<file path="src/rtl/lbu_pkg.sv">
package lbu_pkg;
  typedef enum logic [3:0] {
    ST_IDLE, ST_UNLOCK, ST_WCAP, ST_WCTL2, ST_LOCK,
    ST_ENABLE, ST_WAIT, ST_UP, ST_FAIL
  } lbu_state_e;

  localparam logic [4:0] LTSSM_ACTIVE = 5'h11;
  localparam int SPEED_LSB  = 16;
  localparam int WIDTH_LSB  = 20;
  localparam int SPDCHG_BIT = 17;

  function automatic logic [3:0] clamp_speed(input logic [3:0] req,
                                             input logic [3:0] max_gen);
    return (req == 4'd0 || req > max_gen) ? max_gen : req;
  endfunction
endpackage

</file>
<file path="src/rtl/lbu_regs.sv">
module lbu_regs #(
  parameter logic [31:0] CAP_RESET  = 32'h0000_0003,
  parameter logic [31:0] CTL2_RESET = 32'h0000_0003,
  parameter logic [31:0] WSC_RESET  = 32'h0000_0000
) (
  input  logic        clk,
  input  logic        rst,
  input  logic        unlock_i,
  input  logic        lock_i,
  input  logic        wr_cap_i,
  input  logic        wr_ctl2_i,
  input  logic [3:0]  speed_i,
  input  logic        set_train_i,
  input  logic        clr_train_i,
  input  logic        set_spdchg_i,
  input  logic        clr_spdchg_i,
  output logic        ro_wen_o,
  output logic [31:0] cap_o,
  output logic [31:0] ctl2_o,
  output logic        train_o,
  output logic [31:0] wsc_o
);
  import lbu_pkg::*;

  localparam logic [31:0] WSC_INIT = WSC_RESET & ~(32'h1 << SPDCHG_BIT);

  always_ff @(posedge clk) begin
    if (rst) begin
      ro_wen_o <= 1'b0;
      cap_o    <= CAP_RESET;
      ctl2_o   <= CTL2_RESET;
      train_o  <= 1'b0;
      wsc_o    <= WSC_INIT;
    end else begin
      if (unlock_i)      ro_wen_o <= 1'b1;
      else if (lock_i)   ro_wen_o <= 1'b0;
      // read-only fields accept writes only while the guard is open
      if (wr_cap_i && ro_wen_o)  cap_o  <= {cap_o[31:4], speed_i};
      if (wr_ctl2_i && ro_wen_o) ctl2_o <= {ctl2_o[31:4], speed_i};
      if (clr_train_i)      train_o <= 1'b0;
      else if (set_train_i) train_o <= 1'b1;
      if (clr_spdchg_i)      wsc_o[SPDCHG_BIT] <= 1'b0;
      else if (set_spdchg_i) wsc_o[SPDCHG_BIT] <= 1'b1;
    end
  end
endmodule

</file>
<file path="src/rtl/lbu_wait_timer.sv">
module lbu_wait_timer #(
  parameter int TMO_CYC = 1000
) (
  input  logic clk,
  input  logic rst,
  input  logic run_i,
  output logic hit_o
);
  localparam int CW = $clog2(TMO_CYC + 1);
  localparam logic [CW-1:0] LAST = CW'(TMO_CYC - 1);

  logic [CW-1:0] cnt_q;

  always_ff @(posedge clk) begin
    if (rst || !run_i) cnt_q <= '0;
    else if (cnt_q != LAST) cnt_q <= cnt_q + 1'b1;
  end

  assign hit_o = run_i && (cnt_q == LAST);
endmodule

</file>
<file path="src/rtl/lbu_fsm.sv">
module lbu_fsm #(
  parameter logic [3:0] MAX_GEN = 4'd3
) (
  input  logic        clk,
  input  logic        rst,
  input  logic        start_i,
  input  logic [3:0]  tgt_i,
  input  logic [4:0]  ltssm_i,
  input  logic [31:0] stat_i,
  input  logic        tmo_hit_i,
  output logic        busy_o,
  output logic        up_o,
  output logic        to_o,
  output logic        already_o,
  output logic [3:0]  speed_o,
  output logic [3:0]  width_o,
  output logic [3:0]  tgt_q_o,
  output logic        acc_start_o,
  output logic        unlock_o,
  output logic        lock_o,
  output logic        wr_cap_o,
  output logic        wr_ctl2_o,
  output logic        set_train_o,
  output logic        fail_o,
  output logic        set_spdchg_o,
  output logic        wait_o
);
  import lbu_pkg::*;

  lbu_state_e st_q;
  logic       active;

  assign active = (ltssm_i == LTSSM_ACTIVE);

  always_ff @(posedge clk) begin
    if (rst) begin
      st_q      <= ST_IDLE;
      up_o      <= 1'b0;
      to_o      <= 1'b0;
      already_o <= 1'b0;
      speed_o   <= '0;
      width_o   <= '0;
      tgt_q_o   <= '0;
    end else begin
      unique case (st_q)
        ST_IDLE: if (start_i) begin
          up_o      <= 1'b0;
          to_o      <= 1'b0;
          speed_o   <= '0;
          width_o   <= '0;
          already_o <= active;
          if (!active) begin
            tgt_q_o <= clamp_speed(tgt_i, MAX_GEN);
            st_q    <= ST_UNLOCK;
          end
        end
        ST_UNLOCK: st_q <= ST_WCAP;
        ST_WCAP:   st_q <= ST_WCTL2;
        ST_WCTL2:  st_q <= ST_LOCK;
        ST_LOCK:   st_q <= ST_ENABLE;
        ST_ENABLE: st_q <= ST_WAIT;
        ST_WAIT: begin
          if (active) begin
            up_o    <= 1'b1;
            speed_o <= stat_i[SPEED_LSB +: 4];
            width_o <= stat_i[WIDTH_LSB +: 4];
            st_q    <= ST_UP;
          end else if (tmo_hit_i) begin
            to_o <= 1'b1;
            st_q <= ST_FAIL;
          end
        end
        ST_UP:   st_q <= ST_IDLE;
        ST_FAIL: st_q <= ST_IDLE;
        default: st_q <= ST_IDLE;
      endcase
    end
  end

  always_comb begin
    busy_o       = (st_q != ST_IDLE);
    acc_start_o  = (st_q == ST_IDLE) && start_i;
    unlock_o     = (st_q == ST_UNLOCK);
    wr_cap_o     = (st_q == ST_WCAP);
    wr_ctl2_o    = (st_q == ST_WCTL2);
    lock_o       = (st_q == ST_LOCK);
    set_train_o  = (st_q == ST_ENABLE);
    wait_o       = (st_q == ST_WAIT);
    set_spdchg_o = (st_q == ST_UP);
    fail_o       = (st_q == ST_FAIL);
  end
endmodule

</file>
<file path="src/rtl/link_bringup_seq.sv">
module link_bringup_seq #(
  parameter int          CLK_HZ     = 125_000_000,
  parameter int          TIMEOUT_MS = 100,
  parameter logic [3:0]  MAX_GEN    = 4'd3,
  parameter logic [31:0] CAP_RESET  = 32'h0000_0003,
  parameter logic [31:0] CTL2_RESET = 32'h0000_0003,
  parameter logic [31:0] WSC_RESET  = 32'h0000_0000
) (
  input  logic        clk,
  input  logic        rst,
  input  logic        start_i,
  input  logic [3:0]  tgt_speed_i,
  input  logic [4:0]  ltssm_i,
  input  logic [31:0] link_stat_i,
  output logic        busy_o,
  output logic        link_up_o,
  output logic        timeout_o,
  output logic        already_up_o,
  output logic [3:0]  cur_speed_o,
  output logic [3:0]  cur_width_o,
  output logic        ro_wen_o,
  output logic [31:0] cap_word_o,
  output logic [31:0] ctl2_word_o,
  output logic        train_en_o,
  output logic [31:0] wsc_word_o
);
  localparam int TMO_CYC = (CLK_HZ / 1000) * TIMEOUT_MS;

  logic [3:0] tgt_q;
  logic acc_start, unlock, lock, wr_cap, wr_ctl2, set_train, fail, set_spdchg;
  logic wait_st, tmo_hit;

  lbu_fsm #(.MAX_GEN(MAX_GEN)) u_fsm (
    .clk(clk), .rst(rst), .start_i(start_i), .tgt_i(tgt_speed_i),
    .ltssm_i(ltssm_i), .stat_i(link_stat_i), .tmo_hit_i(tmo_hit),
    .busy_o(busy_o), .up_o(link_up_o), .to_o(timeout_o),
    .already_o(already_up_o), .speed_o(cur_speed_o), .width_o(cur_width_o),
    .tgt_q_o(tgt_q), .acc_start_o(acc_start), .unlock_o(unlock),
    .lock_o(lock), .wr_cap_o(wr_cap), .wr_ctl2_o(wr_ctl2),
    .set_train_o(set_train), .fail_o(fail), .set_spdchg_o(set_spdchg),
    .wait_o(wait_st)
  );

  lbu_wait_timer #(.TMO_CYC(TMO_CYC)) u_tmr (
    .clk(clk), .rst(rst), .run_i(wait_st), .hit_o(tmo_hit)
  );

  lbu_regs #(
    .CAP_RESET(CAP_RESET), .CTL2_RESET(CTL2_RESET), .WSC_RESET(WSC_RESET)
  ) u_regs (
    .clk(clk), .rst(rst), .unlock_i(unlock), .lock_i(lock),
    .wr_cap_i(wr_cap), .wr_ctl2_i(wr_ctl2), .speed_i(tgt_q),
    .set_train_i(set_train), .clr_train_i(fail || acc_start),
    .set_spdchg_i(set_spdchg), .clr_spdchg_i(acc_start),
    .ro_wen_o(ro_wen_o), .cap_o(cap_word_o), .ctl2_o(ctl2_word_o),
    .train_o(train_en_o), .wsc_o(wsc_word_o)
  );
endmodule

</file>
<file path="config.mk">
export PLATFORM = sky130hd
export DESIGN_NAME = link_bringup_seq
export DESIGN_NICKNAME = d
export VERILOG_FILES = /design/src/rtl/lbu_pkg.sv /design/src/rtl/lbu_regs.sv /design/src/rtl/lbu_wait_timer.sv /design/src/rtl/lbu_fsm.sv /design/src/rtl/link_bringup_seq.sv
export SDC_FILE = /design/constraint.sdc
export NUM_CORES = 1
export LEC_CHECK = 0
export BUFFER_PORTS_ARGS = -buffer_cell sky130_fd_sc_hd__buf_2
export CORE_AREA = 2 2 81 83
export CTS_BUF_LIST = sky130_fd_sc_hd__clkbuf_8
export DETAILED_ROUTE_END_ITERATION = 8
export DIE_AREA = 0 0 83 85
export PLACE_DENSITY_LB_ADDON = 0.1
export SETUP_SLACK_MARGIN = 0.5
export SLEW_MARGIN = 0
export SYNTH_ARGS = -nofsm -noshare
export SYNTH_HDL_FRONTEND = slang
export SYNTH_SLANG_ARGS = --single-unit
</file>
<file path="constraint.sdc">
create_clock -name clk -period 3.05 [get_ports clk]
set_input_delay 0.4575 -clock clk [delete_from_list [all_inputs] [get_ports clk]]
set_output_delay 0.4575 -clock clk [all_outputs]
set_load 0.05 [all_outputs]
</file>
# --- After elaboration in Yosys (flattened, before gate mapping) ---
# Cells that the tools add are included.
word_totals:
  ff_bits: 54
  input_bits: 44
  output_inout_bits: 110
classes:
  add_sub_neg: 1
  magnitude_cmp: 1
  eq_ne: 17
  n_mux: 19
  bitwise_logic: 1
  n_reduce_logical: 20
op_table:
  columns: ["op", "count"]
  rows:
  - ["2-to-1 mux 4 bit", 8]
  - ["case mux 4 bit (7 select lines)", 1]
  - ["adder 24 x 1 -> 24 bit (second input constant)", 1]
  - ["== test 24 bit (second input constant)", 1]
  - ["!= test 24 bit (second input constant)", 1]
  - ["== test 4 x 3 -> 1 bit (second input constant)", 4]
  - ["case mux 4 bit (2 select lines)", 2]
  - ["!= test 2 bit (second input constant)", 5]
  - ["AND reduction 3 bit", 3]
  - ["== test 4 x 2 -> 1 bit (second input constant)", 2]
  - ["zero test 4 bit", 2]
  - ["2-to-1 mux 1 bit", 6]
  - ["== test 5 bit (second input constant)", 1]
  - ["== test 4 x 1 -> 1 bit (second input constant)", 1]
  - ["== test 4 bit (second input constant)", 1]
  - ["> comparator 4 x 2 -> 1 bit (second input constant)", 1]
  - ["logical AND 1 bit", 4]
  - ["case mux 1 bit (2 select lines)", 2]
  - ["AND reduction 4 bit", 1]
  - ["nonzero test 2 bit", 2]
  - ["nonzero test 4 bit", 1]
  - ["OR reduction 2 bit", 2]
  - ["logical OR 1 bit", 3]
  - ["!= test 3 bit (second input constant)", 1]
  - ["3 further kinds", 3]

# --- Depth between registers and ports, before layout ---
depth:
  ltp_word: 5
  mapped_depth: 7

# --- Modules after synthesis ---
# Synthesis repeated with hierarchy kept, for this count alone.
hier_totals:
  hier_cells: 388
  area_unflattened_um2: 3350.7
by_module_without_submodules:
  columns: ["mod", "n_inst", "cells_per_inst", "area_each_um2", "seq_area_each_um2"]
  rows:
  - ["lbu_wait_timer", 1, 142, 1244.9, 480.5]
  - ["lbu_regs", 1, 130, 1078.5, 220.2]
  - ["lbu_fsm", 1, 115, 1021.0, 380.4]
  - ["link_bringup_seq", 1, 1, 6.3, 0.0]

# --- Worst setup path before layout ---
# No wires, ideal clock.
synth_timing:
  kind: "in2reg"
  from: "input port ltssm_i[1]"
  to: "register u_fsm.to_o"
  setup_ps: 132
  t_arrival_ps: 1463
  required_time_ps: 2918
  slack_ps: 1455
  cell_stages: 6
  cell_sequence: "nor4b_4 -> nand2_1 -> or2_1 -> buf_6 -> a31oi_1 -> nor3_1"
synth_between:
  elab_chain_len: 3
synth_rtl:
  columns: ["item", "line", "source"]
  rows:
  - ["from (decl)", "link_bringup_seq.sv:13", "input logic [4:0] ltssm_i,"]
  - ["== test 5 bit", "lbu_fsm.sv:33", "assign active = (ltssm_i == LTSSM_ACTIVE);"]
  - ["!= test 2 bit (no source line)", null, null]
  - ["AND reduction 4 bit (no source line)", null, null]
  - ["to (signal assigned)", "lbu_fsm.sv:39", "to_o <= 1'b0;"]
  - ["to (signal assigned)", "lbu_fsm.sv:48", "to_o <= 1'b0;"]
  - ["to (signal assigned)", "lbu_fsm.sv:69", "to_o <= 1'b1;"]
  - ["to (decl)", "lbu_fsm.sv:13", "output logic to_o,"]
# Every way passes these cells.
# A chain may end at the register's enable or synchronous reset.

# --- Worst setup path in the final report ---
layout_timing:
  from: "register u_tmr.cnt_q[0]"
  to: "register u_fsm.st_q[1]"
layout_between:
  elab_chain_len: 4
layout_rtl:
  columns: ["item", "line", "source"]
  rows:
  - ["from (decl)", "lbu_wait_timer.sv:12", "logic [CW-1:0] cnt_q;"]
  - ["from (signal assigned)", "lbu_wait_timer.sv:16", "else if (cnt_q != LAST) cnt_q <= cnt_q + 1'b1;"]
  - ["== test 24 bit", "lbu_wait_timer.sv:19", "assign hit_o = run_i && (cnt_q == LAST);"]
  - ["logical AND 1 bit", "lbu_wait_timer.sv:19", null]
  - ["!= test 3 bit (no source line)", null, null]
  - ["AND reduction 3 bit (no source line)", null, null]
  - ["to (signal assigned)", "lbu_fsm.sv:37", "st_q <= ST_IDLE;"]
  - ["to (signal assigned)", "lbu_fsm.sv:54", "st_q <= ST_UNLOCK;"]
  - ["to (signal assigned)", "lbu_fsm.sv:57", "ST_UNLOCK: st_q <= ST_WCAP;"]
  - ["to (decl)", "lbu_fsm.sv:30", "lbu_state_e st_q;"]
# Every way passes these cells.

==> results by stage <==
Outcome:
- The flow ran to the end, and the final reports show no timing, DRC or antenna violations.

CTS:
- The clock-pin slew on the worst setup and hold paths is 0.10 ns.
- After clock tree synthesis, the repair step resized 0 gates.
- The H-tree depth reported by CTS is 2.
- The clock tree from TritonCTS is built.
- Counting along the longest clock path gives a buffer depth of 2.
- The later-pin clock latency in the skew report is 0.30 ns.
- The number of setup buffers added after CTS is 0.
- Clock tree synthesis selected as its root buffer the cell clkbuf_8.
- The count of hold buffers inserted by post-cts repair is 0.
- Counting the buffers created by CTS gives 5.
- For this design, the sink count on the clock tree is 54.

Synthesis:
- The synthesized design contains 0 enable-type register cells.
- The dominant synthesized flop cell is dfxtp_1.
- The share of synthesized area occupied by flip-flops and latches is 0.356.
- Of all flip-flops after synthesis, the portion carrying an async set or reset was 0.
- In the synthesized netlist, the number of instances is about 360.
- The number of different library cells in the post-synthesis netlist is 45.
- The synthesized area is 3040 um^2.
- The warning count from the yosys run is 0.
- The mean instance size in the synthesized netlist is 8.56 um^2.
- Counting flops and latches in the post-synthesis netlist gives 54.

GRT:
- The total global routing overflow is 0.
- In the global route stage, overall resource usage came out at 0.144.
- The number of global-route vias before repair is 1790.
- The first global-routing pass estimated 8250 um of wire.
- The initial antenna violation count is 0.
- The maximum number of pins on one net before global-route repair is 30.

Place:
- During placement, the flow inserted port buffers numbering 42.
- The standard cell area after detailed placement is 2910 um^2.
- The HPWL after detailed placement is 3720 um.
- The final weighted congestion in routability-driven placement is around 0.77.

Die:
- The row count is 29.
- The floorplan step defined a die boundary enclosing a little over 7000 um^2.
- The width of the die is 83 um.
- The die height is 85 um.
- The initial utilization of the core area, before any placement, comes to 0.490.
- The floorplan step defined a core boundary enclosing 6200 um^2.
- For this design the top-level I/O count stands at 154.

Power:
- The power spent charging and discharging nets is 0.000526 W.
- The worst vdd rail ir drop is roughly 0.24 mV.
- For this design the ratio of total power to cell area is 489 nW/um^2.
- The design draws ~0.0015 W.
- The logic gate share of total power is 0.210.
- The leakage power figure is approximately 1.3 nW.
- The relative contribution of the clock network to total power is 0.300.
- The fraction of power spent switching nets is 0.357.
- The cell-internal power is 0.000948 W.
- The fraction of power consumed by sequential logic is 0.490.

Drt:
- The count of nets left with antenna violations once routing finished came out at 0.
- The final routed DRC violation total is 0.
- The final routed wire length divided by cell count is ~11 um.
- The first-pass detailed-route iteration total is 4.
- The routed design has 5060 um of wire.
- Using the TritonRoute via totals, the vias-per-cell ratio works out to 4.51.
- In this run, the number of DRC markers left after iteration 0 of detailed routing was 47.
- The via count is 2101.

Min path:
- The worst hold-check path type is input port to register.

Worst setup path:
- The peak fanout along the critical path is 9.
- The worst setup path is launched from a register.
- The worst setup path is captured at a register.
- For this run, the slowest stage of the critical path takes approximately 0.40 ns.
- The critical path start-end classification is register to register.
- The endpoint arrival time on the critical path is 2.20 ns.
- The critical path goes through ha_1, and3_1, nand3_2, nor2_2, o21ai_0, o21a_1.
- Data on the critical path is required at its endpoint by 3.26 ns.
- The critical-path cell with the highest stage delay is dfxtp_1.

Timing:
- The final sum of negative setup slack is 0 ns.
- The period utilization is 0.654.
- The final hold violation count is 0.
- The setup clock skew after layout is 0.00996 ns.
- The setup-violating endpoint count in the final report is 0.
- The headroom to the max-slew limit is 0.477.
- The count of final max-slew check failures is 0.
- Setup repair after global routing left no endpoint under its margin.
- After layout, the minimum clock period comes to 1.99 ns.
- The maximum clock rate is 0.501 GHz.
- For the pin with the worst max-slew slack, the measured transition is roughly 0.8 ns.

Final layout:
- The final-stage net count is around 430.
- With fillers left out, the area of the finished cells amounts to 3020 um^2.
- The total inserted antenna cells is 0.
- Compared with the post-synthesis result, the final layout area differs by -0.782%.
- The fraction of layout instances using a drive strength above 1 is 0.167.
- The final design utilization is 0.486.
- The count of fill cells added during filler insertion is around 630.

Flow run:
- Across the run, the number of max-cap violations was 0.
## power by group through the flow
stage | logic (W) | clock network (W) | registers (W)
final | 0.000310 | 0.000442 | 0.000722
after global routing | 0.000322 | 0.000496 | 0.000724
after CTS | 0.000309 | 0.000456 | 0.000722
after detailed placement | 0.000309 | 0 | 0.000738
after global placement | 0.000308 | 0 | 0.000739
after floorplan | 0.000372 | 0 | 0.000739
## sequential cells by signal (all words and copies together) (netlist names), 4 cells and up
name,count
u_fsm.speed_o,4
u_tmr.cnt_q,24
u_fsm.st_q,4
u_fsm.width_o,4
u_fsm.tgt_q_o,4
u_regs.cap_o,4
u_regs.ctl2_o,4
## metrics by stage
step	worst slack, ns	hold WS, ns	instances
3_5_place_dp	1.07	0.446	458
4_1_cts	1.04	0.371	466
5_1_grt	0.856	0.378	466
6_report	1.06	0.380	466
2_1_floorplan	1.46	0.452	441
3_3_place_gp	1.09	0.440	458
## critical path: cells and delay by family, from the launching register on
family	cells	cell delay [ns]
AO/OA/AOI/OAI	2	0.42
adder cells (fa/ha/maj)	1	0.19
flip-flops	1	0.40
AND/OR/NAND/NOR	3	0.89
## metal layers
layer / vias to the layer above / part of all wire / GRT usage
li1: 1079 / - / -
met1: 932 / 0.45 / 0.177
met2: 84 / 0.47 / 0.243
met3: 6 / 0.059 / 0.0360
met4: 0 / 0.017 / 0.0581
met5: - / 0 / 0
## area by class of cell
class | count | area, um^2 | share of cell area
multi-input cells | 278 | 1500 | 0.496
inverters | 7 | 26.3 | 0.00871
repair buffers | 42 | 210 | 0.0697
well taps | 77 | 96.3 | 0.0320
clock buffers | 7 | 96.3 | 0.0320
flip-flops and latches | 54 | 1080 | 0.359
clock inverters | 1 | 8.76 | 0.00290
## logic make-up (layout without fill, tap and decap cells)
family                     Yosys count  in the layout  share of synthesized area
AOI/OAI and AO/OA                   38             38                     0.0762
xor gates and xnor gates            20             20                     0.0576
adders and majority gates            1              1                    0.00412
buffers and inverters              109             57                      0.258
DFF                                 54             54                      0.356
muxes                                6              6                     0.0198
other                                1             87                    0.00123
and+or+nand+nor                    126            126                      0.227
## Yosys cell counts (3+ instances only)
master / instances / area share
and3_2: 4 / 0.0099
a21oi_1: 17 / 0.028
buf_6: 4 / 0.015
nor3_1: 9 / 0.015
dfxtp_1: 54 / 0.36
and3_1: 4 / 0.0082
mux2i_1: 6 / 0.020
xor2_1: 11 / 0.032
buf_2: 3 / 0.0049
a211o_1: 4 / 0.012
buf_4: 90 / 0.22
xnor2_1: 9 / 0.026
and4_1: 4 / 0.012
inv_1: 6 / 0.0074
nand2_1: 21 / 0.026
or3_1: 3 / 0.0062
and2_1: 3 / 0.0062
clkbuf_1: 3 / 0.0037
nor2_1: 41 / 0.051
nand3_1: 16 / 0.026
nand4_1: 4 / 0.0082
o21ai_0: 7 / 0.012
## placed cells by master (no fill, tap or decap), types with 6 or more instances in the layout
cell      instances
mux2i_1           6
nand2_1          21
buf_2            42
o21ai_0           7
nand3_1          16
a21oi_1          17
xnor2_1           9
clkbuf_8          7
inv_1             6
nor3_1            9
nor2_1           41
conb_1           87
dfxtp_1          54
xor2_1           11
## path summary, 6_finish.rpt
| path | startpoint | slack (ns) | depth (start not counted) | to |
|---|---|---|---|---|
| worst max-delay path | u_tmr.cnt_q[0] | 1.06 | 6 | u_fsm.st_q[1] |
| worst max register to register | u_tmr.cnt_q[0] | 1.06 | 6 | u_fsm.st_q[1] |
| worst min-delay path | link_stat_i[20] | 0.38 | 3 | u_fsm.width_o[0] |
| worst min register to register | u_fsm.up_o | 0.46 | 2 | u_fsm.up_o |
Power figures use the tool's default switching activity.
